==> src/rtl/usb_oxt_pkg.sv <==
package usb_oxt_pkg;

  // Endpoint control states
  typedef enum logic [1:0] {
    EP_IDLE     = 2'd0,  // disabled
    EP_ARMED    = 2'd1,  // enabled, waiting for data
    EP_FINISH   = 2'd2,  // last packet taken, completion entry goes in next
    EP_WAIT_POP = 2'd3   // completion entry queued, waiting for the reader
  } ep_state_e;

  // Status entry kinds
  localparam logic ENTRY_DATA = 1'b0;
  localparam logic ENTRY_DONE = 1'b1;

endpackage

==> src/rtl/oxt_accept_gate.sv <==
module oxt_accept_gate (
  input  logic pkt_valid,
  input  logic armed,
  input  logic nak_lifted,
  input  logic iso,
  input  logic odd_frame,
  input  logic pkt_frame_odd,
  input  logic pcnt_nz,
  input  logic queue_room,
  output logic accept,
  output logic reject
);

  logic parity_ok;

  always_comb begin
    parity_ok = !iso || (pkt_frame_odd == odd_frame);
    accept    = pkt_valid && armed && nak_lifted && pcnt_nz && queue_room && parity_ok;
    reject    = pkt_valid && !accept;
  end

endmodule

==> src/rtl/oxt_xfer_counters.sv <==
module oxt_xfer_counters #(
  parameter int SIZE_W = 13,
  parameter int PCNT_W = 5,
  parameter int LEN_W  = 11
) (
  input  logic              clk,
  input  logic              rst,
  input  logic              load,
  input  logic [SIZE_W-1:0] load_size,
  input  logic [PCNT_W-1:0] load_pcnt,
  input  logic [LEN_W-1:0]  load_mps,
  input  logic              accept,
  input  logic [LEN_W-1:0]  pkt_len,
  output logic [SIZE_W-1:0] rem_size,
  output logic [PCNT_W-1:0] rem_pcnt,
  output logic              pcnt_nz,
  output logic              ends_xfer
);

  localparam logic [PCNT_W-1:0] PCNT_ONE = PCNT_W'(1);

  logic [LEN_W-1:0]  mps_q;
  logic [SIZE_W-1:0] len_ext;
  logic [SIZE_W-1:0] size_after;
  logic              is_short;
  logic              budgets_out;

  always_comb begin
    len_ext     = SIZE_W'(pkt_len);
    size_after  = (len_ext > rem_size) ? '0 : (rem_size - len_ext);
    is_short    = (pkt_len < mps_q);
    budgets_out = (size_after == '0) && (rem_pcnt == PCNT_ONE);
    ends_xfer   = is_short || budgets_out;
    pcnt_nz     = (rem_pcnt != '0);
  end

  always_ff @(posedge clk) begin
    if (rst) begin
      rem_size <= '0;
      rem_pcnt <= '0;
      mps_q    <= '0;
    end else if (load) begin
      rem_size <= load_size;
      rem_pcnt <= load_pcnt;
      mps_q    <= load_mps;
    end else if (accept) begin
      rem_size <= size_after;
      rem_pcnt <= rem_pcnt - PCNT_ONE;
    end
  end

endmodule

==> src/rtl/oxt_status_fifo.sv <==
module oxt_status_fifo #(
  parameter int DW    = 12,
  parameter int DEPTH = 8
) (
  input  logic          clk,
  input  logic          rst,
  input  logic          push,
  input  logic [DW-1:0] push_data,
  input  logic          pop,
  output logic          valid,
  output logic [DW-1:0] head,
  output logic          room2
);

  localparam int AW = $clog2(DEPTH);
  localparam logic [AW:0] ROOM_LIMIT = (AW+1)'(DEPTH - 2);

  logic [DW-1:0] mem [DEPTH];
  logic [AW-1:0] wr_ptr, rd_ptr;
  logic [AW:0]   count;
  logic          do_pop;

  always_comb begin
    valid  = (count != '0);
    do_pop = pop && valid;
    head   = mem[rd_ptr];
    room2  = (count <= ROOM_LIMIT);
  end

  // Storage without reset so it maps onto distributed or block RAM
  always_ff @(posedge clk) begin
    if (push) mem[wr_ptr] <= push_data;
  end

  always_ff @(posedge clk) begin
    if (rst) begin
      wr_ptr <= '0;
      rd_ptr <= '0;
      count  <= '0;
    end else begin
      if (push)   wr_ptr <= wr_ptr + 1'b1;
      if (do_pop) rd_ptr <= rd_ptr + 1'b1;
      case ({push, do_pop})
        2'b10:   count <= count + 1'b1;
        2'b01:   count <= count - 1'b1;
        default: count <= count;
      endcase
    end
  end

endmodule

==> src/rtl/usb_out_xfer_tracker.sv <==
module usb_out_xfer_tracker #(
  parameter int SIZE_W  = 13,
  parameter int PCNT_W  = 5,
  parameter int LEN_W   = 11,
  parameter int Q_DEPTH = 8
) (
  input  logic              clk,
  input  logic              rst,
  input  logic              cfg_wr,
  input  logic              cfg_enable,
  input  logic              cfg_clear_nak,
  input  logic              cfg_iso,
  input  logic              cfg_odd_frame,
  input  logic [SIZE_W-1:0] cfg_size,
  input  logic [PCNT_W-1:0] cfg_pcnt,
  input  logic [LEN_W-1:0]  cfg_mps,
  input  logic              pkt_valid,
  input  logic [LEN_W-1:0]  pkt_len,
  input  logic              pkt_frame_odd,
  input  logic              frame_end,
  input  logic              stq_pop,
  output logic              pkt_ack,
  output logic              pkt_nak,
  output logic              ep_enable,
  output logic [SIZE_W-1:0] rem_size,
  output logic [PCNT_W-1:0] rem_pcnt,
  output logic              stq_valid,
  output logic              stq_kind,
  output logic [LEN_W-1:0]  stq_len,
  output logic              irq_xfer_done,
  output logic              irq_iso_incomplete
);

  import usb_oxt_pkg::*;

  localparam int ENTRY_W = 1 + LEN_W;

  ep_state_e          state_q, state_d;
  logic               nak_lifted_q;
  logic               iso_q;
  logic               odd_q;
  logic               idle_write;
  logic               accept, reject;
  logic               pcnt_nz, ends_xfer, queue_room;
  logic               last_taken;
  logic               abort_iso;
  logic               done_popped;
  logic               q_push;
  logic [ENTRY_W-1:0] q_push_data;
  logic [ENTRY_W-1:0] q_head;

  always_comb begin
    idle_write = cfg_wr && (state_q == EP_IDLE);
    last_taken = accept && ends_xfer;
    abort_iso  = frame_end && (state_q == EP_ARMED) && iso_q && pcnt_nz && !last_taken;
  end

  oxt_accept_gate gate_i (
    .pkt_valid     (pkt_valid),
    .armed         (state_q == EP_ARMED),
    .nak_lifted    (nak_lifted_q),
    .iso           (iso_q),
    .odd_frame     (odd_q),
    .pkt_frame_odd (pkt_frame_odd),
    .pcnt_nz       (pcnt_nz),
    .queue_room    (queue_room),
    .accept        (accept),
    .reject        (reject)
  );

  oxt_xfer_counters #(
    .SIZE_W (SIZE_W),
    .PCNT_W (PCNT_W),
    .LEN_W  (LEN_W)
  ) cnt_i (
    .clk       (clk),
    .rst       (rst),
    .load      (idle_write),
    .load_size (cfg_size),
    .load_pcnt (cfg_pcnt),
    .load_mps  (cfg_mps),
    .accept    (accept),
    .pkt_len   (pkt_len),
    .rem_size  (rem_size),
    .rem_pcnt  (rem_pcnt),
    .pcnt_nz   (pcnt_nz),
    .ends_xfer (ends_xfer)
  );

  // Data entries go in on acceptance, the completion entry in EP_FINISH;
  // the two never coincide because acceptance needs EP_ARMED.
  always_comb begin
    q_push      = accept || (state_q == EP_FINISH);
    q_push_data = (state_q == EP_FINISH) ? {ENTRY_DONE, {LEN_W{1'b0}}}
                                         : {ENTRY_DATA, pkt_len};
  end

  oxt_status_fifo #(
    .DW    (ENTRY_W),
    .DEPTH (Q_DEPTH)
  ) stq_i (
    .clk       (clk),
    .rst       (rst),
    .push      (q_push),
    .push_data (q_push_data),
    .pop       (stq_pop),
    .valid     (stq_valid),
    .head      (q_head),
    .room2     (queue_room)
  );

  always_comb begin
    stq_kind    = q_head[ENTRY_W-1];
    stq_len     = q_head[LEN_W-1:0];
    done_popped = stq_pop && stq_valid && (stq_kind == ENTRY_DONE);
  end

  always_comb begin
    state_d = state_q;
    case (state_q)
      EP_IDLE:     if (cfg_wr && cfg_enable) state_d = EP_ARMED;
      EP_ARMED: begin
        if (last_taken)     state_d = EP_FINISH;
        else if (abort_iso) state_d = EP_IDLE;
      end
      EP_FINISH:   state_d = EP_WAIT_POP;
      EP_WAIT_POP: if (done_popped) state_d = EP_IDLE;
      default:     state_d = EP_IDLE;
    endcase
  end

  always_ff @(posedge clk) begin
    if (rst) begin
      state_q            <= EP_IDLE;
      nak_lifted_q       <= 1'b0;
      iso_q              <= 1'b0;
      odd_q              <= 1'b0;
      pkt_ack            <= 1'b0;
      pkt_nak            <= 1'b0;
      ep_enable          <= 1'b0;
      irq_xfer_done      <= 1'b0;
      irq_iso_incomplete <= 1'b0;
    end else begin
      state_q   <= state_d;
      ep_enable <= (state_d != EP_IDLE);
      pkt_ack   <= accept;
      pkt_nak   <= reject;
      if (idle_write) begin
        nak_lifted_q       <= cfg_clear_nak;
        iso_q              <= cfg_iso;
        odd_q              <= cfg_odd_frame;
        irq_xfer_done      <= 1'b0;
        irq_iso_incomplete <= 1'b0;
      end else begin
        if (cfg_wr && cfg_clear_nak) nak_lifted_q <= 1'b1;
        if (done_popped)             irq_xfer_done <= 1'b1;
        if (abort_iso)               irq_iso_incomplete <= 1'b1;
      end
    end
  end

endmodule

==> config.mk <==
export PLATFORM = sky130hd
export DESIGN_NAME = usb_out_xfer_tracker
export DESIGN_NICKNAME = d
export VERILOG_FILES = /design/src/rtl/usb_oxt_pkg.sv /design/src/rtl/oxt_accept_gate.sv /design/src/rtl/oxt_xfer_counters.sv /design/src/rtl/oxt_status_fifo.sv /design/src/rtl/usb_out_xfer_tracker.sv
export SDC_FILE = /design/constraint.sdc
export NUM_CORES = 1
export LEC_CHECK = 0
export BUFFER_PORTS_ARGS = -buffer_cell sky130_fd_sc_hd__clkbuf_2
export CAP_MARGIN = 40
export CORE_MARGIN = 2
export CORE_UTILIZATION = 64
export CTS_BUF_LIST = sky130_fd_sc_hd__clkbuf_8
export CTS_CLUSTER_SIZE = 30
export DETAILED_ROUTE_END_ITERATION = 10
export PLACE_DENSITY = 0.94
export SYNTH_ARGS = -nofsm -noshare
export SYNTH_HDL_FRONTEND = slang
export SYNTH_SLANG_ARGS = --single-unit
==> constraint.sdc <==
create_clock -name clk -period 7.7 [get_ports clk]
set_clock_uncertainty 0.15 [all_clocks]
set_input_delay 0.77 -clock clk [delete_from_list [all_inputs] [get_ports clk]]
set_output_delay 0.77 -clock clk [all_outputs]
set_load 0.005 [all_outputs]
==> results of run 1 <==
## placed cells by master, fill, tap and decap left out, drive strengths merged, types with 6 or more instances in the layout
master / synthesis / final
a21o: 7 / 7
a21oi: 33 / 33
a31oi: 17 / 17
buf: 7 / 13
clkbuf: 21 / 103
clkinv: 0 / 9
dfxtp: 52 / 52
edfxtp: 96 / 96
ha: 28 / 28
inv: 39 / 41
mux2: 12 / 12
mux4: 24 / 24
nand2: 62 / 62
nand2b: 7 / 7
nand3: 23 / 23
nor2: 44 / 44
nor3: 10 / 10
o21ai: 12 / 12
or3: 6 / 6
xor2: 6 / 6
## metrics by stage
stage | std cells | area (um2) | setup slack [ns] | total power (uW)
floorplan | 578 | 6930 | 4.49 | 1010
global placement | 777 | 7450 | 3.78 | 1060
detailed placement | 785 | 7560 | 3.61 | 1070
CTS | 817 | 7900 | 3.83 | 1570
global route | 817 | 7900 | 3.48 | 1620
finish | 817 | 7900 | 3.73 | 1570
## per-layer routing
metal	wire length, um	part of all wire (%)
met1	6120	39
met3	1250	8.0
met2	8020	51
met4	286	1.8
met5	0	0
## kinds of logic after synthesis
kind of cell	synth area share, %
buffers and inverters	3.76
DFF	56.6
AOI/OAI and AO/OA	11.1
muxes	9.89
and+or+nand+nor	11.6
adders and majority gates	5.63
xor gates and xnor gates	1.39
## worst register-to-register path, cell delays in order, from the launching register on
cell	delay, ns
dfxtp_1	0.42
inv_1	0.07
ha_1	0.24
a21oi_1	0.22
nand3_1	0.69
nand2_1	0.51
inv_1	0.12
ha_1	0.26
ha_1	0.30
a21o_1	0.19
a21oi_1	0.17
xnor2_1	0.09
or3_1	0.30
a21oi_1	0.16
## power by group through the flow
stage               sequential [uW]  clock (uW)  combinational (uW)
floorplan                       885           0                 123
global placement                888           0                 168
detailed placement              888           0                 182
CTS                             871         517                 184
global route                    873         546                 204
finish                          871         513                 188
## layout make-up
| type | instances | share of cell area (%) |
|---|---|---|
| clock buffer | 17 | 2.96 |
| multi-input combinational | 363 | 34.8 |
| sequential | 148 | 49.7 |
| timing repair buffer | 99 | 7.32 |
| clock inverter | 15 | 1.27 |
| tap | 136 | 2.15 |
| inverter | 39 | 1.85 |
## worst max-delay path by stage
stage / end / from / slack [ns]
global route: stq_i.count[3] / cnt_i.rem_pcnt[0] / 3.48
finish: stq_i.count[3] / cnt_i.rem_pcnt[0] / 3.73
floorplan: irq_iso_incomplete / pkt_len[0] / 4.49
detailed placement: stq_i.count[3] / pkt_valid / 3.61
global placement: stq_i.count[3] / pkt_valid / 3.78
CTS: stq_i.count[3] / cnt_i.rem_pcnt[0] / 3.83
## registers in the layout, indices dropped and copies added, names as in the netlist, named ones only
name / cells
stq_i.mem: 96
cnt_i.rem_size: 13
cnt_i.mps_q: 11
cnt_i.rem_pcnt: 5
stq_i.count: 4
stq_i.rd_ptr: 3
stq_i.wr_ptr: 3
state_q: 2
ep_enable: 1
irq_iso_incomplete: 1
irq_xfer_done: 1
iso_q: 1
nak_lifted_q: 1
odd_q: 1
pkt_ack: 1
pkt_nak: 1
==> metrics.md, run 1 <==
| Metric | Value |
|---|---|
| Status | `finished clean` |
| FMAX | `0.252 GHz` |
| Comb pwr share | `11.9%` |
| First-pass GRT wire length | `24800 um` |
| Critical Path Fanout Max | `23` |
| Largest delay share family, worst path | `simple AND/OR/NAND/NOR gates` |
| Die area | `about 0.012 mm2` |
| Crit-path cells | `inv_1 -> ha_1 -> a21oi_1 -> nand3_1 -> nand2_1 -> inv_1 -> ha_1 -> ha_1 -> a21o_1 -> a21oi_1 -> xnor2_1 -> or3_1 -> a21oi_1` |
| Min-delay src | `cnt_i.mps_q[0]` |
| Top post-synthesis cells by area | `edfxtp_1 (42%), dfxtp_1 (15%), mux4_2 (7.8%), ha_1 (5.1%), nand2_1 (3.4%)` |
| DP HPWL | `11400 um` |
| Post-synth top area share | `about two fifths` |
| Final WL | `about 16000 um` |
| Ys flop type | `edfxtp_1` |
| Skew-Pair Late Insertion Delay | `0.43 ns` |
| Gpl congestion | `0.867` |
| Min cycle time layout | `~4.0 ns` |
| CTS Root Cell | `clkbuf_8` |
| CTS tree | `yes` |
| Sequential share of the synthesized area | `roughly 57%` |
| Vias in the first global route | `a little over 5k` |
| Layout Nets | `between 700 and 800` |
| WHS | `0.306 ns` |
| Mapped Nets | `between 600 and 700` |
| Worst Hold Class | `flip-flop to flip-flop` |
| Buf/Inv on CP | `2` |
| H-tree depth | `4` |
| Int Pwr | `~1200 uW` |
| FFs w/ async S/R, synth | `0%` |
| Hold path cells | `2` |
| Vias per cell | `6.18` |
| Sequential share of power | `a little under three fifths` |
| GR peak layer | `met2` |
| DR pass1 iterations | `5` |
| Drt drc | `0` |
| Register area | `~0.004 mm2` |
| CTS Buf Count | `17` |
| Initial DRC count | `around 400` |
| Global-route usage over all layers | `between 20% and 30%` |
| Die H | `around 110 um` |
| Levels on crit path | `13` |
| Number of synthesized flops with an enable pin | `96` |
| Max cap viols | `0` |
| Clock share of power | `between 30 and 40%` |
| Max VDD drop | `~110 uV` |
| Most frequent cell after synthesis | `edfxtp_1` |
| # diodes | `0` |
| Setup_tns | `0 ns` |
| Final hold violation count | `0` |
| Resized Gates After CTS | `0` |
| Max-slew headroom | `just under 40%` |
| Initial antenna violation count | `0` |
| Reg2reg path depth | `13` |
| Warnings, synthesis | `0` |
| Syn Inst Count | `578` |
| Pleak | `slightly below 0.003 uW` |
| Largest net degree at the start of global routing | `33` |
| Worst path arrival time | `roughly 4.2 ns` |
| M3 GR Usage | `between 5 and 6%` |
| Share of layout cells above drive strength 1 | `roughly 25%` |
| Worst Tran Pin Value | `roughly 0.9 ns` |
| Setup slack, reg-to-reg | `around 3.7 ns` |
| # IOs | `a little under 90` |
| WS Path Type | `flip-flop to flip-flop` |
| Endpoint class of the critical path | `flip-flop` |
| Multi-input logic area | `about 0.0027 mm2` |
| Max Buffers Root-to-Sink | `2` |
| Net switching power figure | `between 300 and 400 uW` |
| Routed via count | `5047` |
| Post-synth top cells | `edfxtp_1 (96), nand2_1 (62), dfxtp_1 (52)` |
| Hold_buf cts | `0` |
| Filler instances | `644` |
| Met1 Track Usage GR | `between 30% and 40%` |
| Setup violators final | `0` |
| Wire per inst | `19.2 um` |
| Final Slew Violations | `0` |
| Layout area overhead | `14.0%` |
| RSZ-0062 raised after global routing | `no` |
| Fin crit share | `just over 50%` |
| Post-route ant nets | `0` |
| FP Rows | `37` |
| Worst Hold End | `cnt_i.mps_q[0]` |
| Max stage delay on crit path | `about 0.7 ns` |
| Avg Inst Size Synth | `approximately 12 um2` |
| Postcts setup bufs | `0` |
| Cell taking the most area after synthesis | `edfxtp_1` |
| Synthesized area | `~0.007 mm2` |
| Sw Share | `24.9%` |
| FF-to-FF Start | `cnt_i.rem_pcnt[0]` |
| Effective utilization at floorplan | `about two thirds` |
| Clock Sink Count | `~150` |
| DIE WIDTH | `around 110 um` |
| Power Dens Cells | `199 mW/mm2` |
| Count of cell types in the netlist | `62` |
| Grt ovf | `0` |
| Util after Layout | `approximately 76%` |
| Grt met2 use | `about half` |
| Worst EP required | `7.90 ns` |
| Reg-to-Reg End | `stq_i.count[3]` |
| Setup crit start kind | `flip-flop` |
| CTS clk-pin slew, worst paths | `approximately 0.08 ns` |
| Port Buf Inserts | `86` |
| Core area | `~0.010 mm2` |
| #FFs+latches synth | `148` |
| Crit path max-delay cell type | `nand3_1` |
Note: power is estimated with default switching activity, not from simulation.
==> run 2: changes to the inputs <==
Settings changed: CORE_UTILIZATION 64 to 60, PLACE_DENSITY 0.94 to 0.89.
Clock period 7.7 ns to 4.1 ns, I/O delays scaled along.
==> run 2 against run 1 <==
  * Combinational power is 87% higher
  * Power is 100% higher
  * Critical path depth is 2 lower
  * First-iteration DRC count is 18% higher
  * Worst hold slack worse by 0.26 ns
  * Largest power group unchanged
==> metrics.md, run 2 (same netlist as run 1, synthesis figures left out) <==
| Metric | Value |
|---|---|
| Postcts setup bufs | `0` |
| Post-route cell area | `0.00800 mm2` |
| Final WL | `around 16000 um` |
| Endpoint class of the critical path | `flip-flop` |
| Wire per inst | `between 15 and 20 um` |
| Worst Hold End | `cnt_i.rem_pcnt[1]` |
| Largest net degree at the start of global routing | `44` |
| Routed via count | `between 5k and 6k` |
| CTS Buf Count | `17` |
| Effective utilization at floorplan | `61.2%` |
| RSZ-0062 raised after global routing | `no` |
| Port Buf Inserts | `between 80 and 90` |
| Skew-Pair Late Insertion Delay | `0.43 ns` |
| Biggest register | `stq_i.mem` |
| Die area | `0.0124 mm2` |
| Buf/Inv on CP | `1` |
| Final Slew Violations | `0` |
| Max Buffers Root-to-Sink | `2` |
| Worst EP required | `4.28 ns` |
| Worst Tran Pin Value | `approximately 0.66 ns` |
| CTS Root Cell | `clkbuf_8` |
| Reg-to-Reg End | `irq_iso_incomplete` |
| Min-delay src | `cfg_pcnt[1]` |
| Die H | `between 100 and 150 um` |
| Crit-path cells | `inv_1 -> ha_1 -> fa_1 -> nor2b_1 -> o211ai_1 -> a21oi_1 -> o21ai_0 -> a211o_1 -> o41ai_2 -> a21oi_2 -> a22o_1` |
| Vias per cell | `6.06` |
| Share of layout cells above drive strength 1 | `roughly a quarter` |
| Power Dens Cells | `approximately 400 mW/mm2` |
| Reg2reg path depth | `11` |
| Initial DRC count | `around 470` |
| Number of flip-flops under the largest register name | `96` |
| Setup violators final | `0` |
| Resized Gates After CTS | `0` |
| Max VDD drop | `approximately 220 uV` |
| Setup_tns | `0 ns` |
| Max-slew headroom | `a little under three fifths` |
| Largest delay share family, worst path | `compound AO/OA/AOI/OAI gates` |
| Hold path cells | `3` |
| FMAX | `slightly above 0.3 GHz` |
| Crit path max-delay cell type | `o41ai_2` |
| Fin crit share | `slightly below 80%` |
| Worst Hold Class | `input pin to flip-flop` |
| Post-route ant nets | `0` |
| DR pass1 iterations | `7` |
| Critical Path Fanout Max | `4` |
| FP Rows | `39` |
| DP HPWL | `between 10000 and 15000 um` |
| Most common cell after layout, fill and taps aside | `edfxtp_1` |
| First-pass GRT wire length | `approximately 26000 um` |
| Status | `finished clean` |
| Min cycle time layout | `between 3 and 4 ns` |
| Final hold violation count | `0` |
| Layout area overhead | `15.4%` |
| Core area | `roughly 0.011 mm2` |
| Initial antenna violation count | `0` |
| Post-DP Area | `0.00756 mm2` |
| Max cap viols | `0` |
| Gpl congestion | `a little under 0.9` |
| FF-to-FF Start | `cnt_i.rem_size[0]` |
| Setup crit start kind | `flip-flop` |
| WS Path Type | `flip-flop to flip-flop` |
| Global-route usage over all layers | `a little over a quarter` |
| Hold_buf cts | `0` |
| H-tree depth | `4` |
| # diodes | `0` |
| Grt ovf | `0` |
| CTS clk-pin slew, worst paths | `0.08 ns` |
| Clock Sink Count | `~150` |
| Filler instances | `between 800 and 900` |
| CTS tree | `yes` |
| Most frequent cells in the layout | `edfxtp_1 (96), clkbuf_2 (86), nand2_1 (62)` |
| Setup slack, reg-to-reg | `between 0.8 and 0.9 ns` |
| Power Total | `3210 uW` |
| Drt drc | `0` |
| Layout Nets | `between 700 and 800` |
| # IOs | `87` |
| Worst path arrival time | `3.43 ns` |
| DIE WIDTH | `approximately 110 um` |
| Pleak | `a little over 0.003 uW` |
| Max stage delay on crit path | `around 0.44 ns` |
| Top flop regs | `stq_i.mem x96, cnt_i.rem_size x13, cnt_i.mps_q x11` |
| Vias in the first global route | `between 5k and 6k` |
run 2: power by group:
| group | internal [uW] | switching (uW) |
|---|---|---|
| logic | 148 | 205 |
| registers | 1610 | 25.3 |
| clock network | 704 | 521 |
| total | 2460 | 752 |
run 2: layout make-up:
| cell class | count | area, um2 | area share (%) |
|---|---|---|---|
| inverters | 39 | 146 | 1.83 |
| well taps | 143 | 179 | 2.24 |
| multi-input cells | 363 | 2750 | 34.3 |
| flip-flops and latches | 148 | 3920 | 49.0 |
| repair buffers | 100 | 568 | 7.10 |
| clock buffers | 20 | 275 | 3.44 |
| clock inverters | 12 | 161 | 2.02 |
run 2: per-stage QoR:
stage / setup WS (ns) / cells / hold WS (ns) / util, %
6_report: 0.854 / 825 / 0.0430 / 70.7
5_1_grt: 0.647 / 825 / 0.0369 / 70.7
4_1_cts: 0.910 / 825 / 0.0177 / 70.7
3_5_place_dp: 0.757 / 793 / 0.300 / 66.8
3_3_place_gp: 0.853 / 791 / 0.295 / 66.4
2_1_floorplan: 1.25 / 578 / 0.286 / -
run 2: metal layers:
layer  global-route usage [%]  vias up  routed length [um]
met4                     9.55        0                 337
met2                     47.1      243                8280
met3                     5.72       27                1280
li1                         -     2331                   -
met1                     33.1     2401                6200
met5                        0        -                   0
run 2: worst max path at each step:
| stage | from | end | slack [ns] | cells past startpoint |
|---|---|---|---|---|
| after floorplan | pkt_len[0] | irq_iso_incomplete | 1.25 | 10 |
| after global placement | pkt_len[0] | irq_iso_incomplete | 0.85 | 11 |
| after detailed placement | pkt_len[0] | irq_iso_incomplete | 0.76 | 11 |
| after CTS | cnt_i.rem_size[0] | irq_iso_incomplete | 0.91 | 11 |
| after global routing | cnt_i.rem_size[0] | irq_iso_incomplete | 0.65 | 11 |
| final | cnt_i.rem_size[0] | irq_iso_incomplete | 0.85 | 11 |
run 2: worst reg2reg max path, cell delays in order (launching register included):
cell and delay [ns]:
dfxtp_1 0.36, inv_1 0.05, ha_1 0.23, fa_1 0.42, nor2b_1 0.24, o211ai_1 0.17
a21oi_1 0.24, o21ai_0 0.18, a211o_1 0.33, o41ai_2 0.44, a21oi_2 0.14, a22o_1 0.21
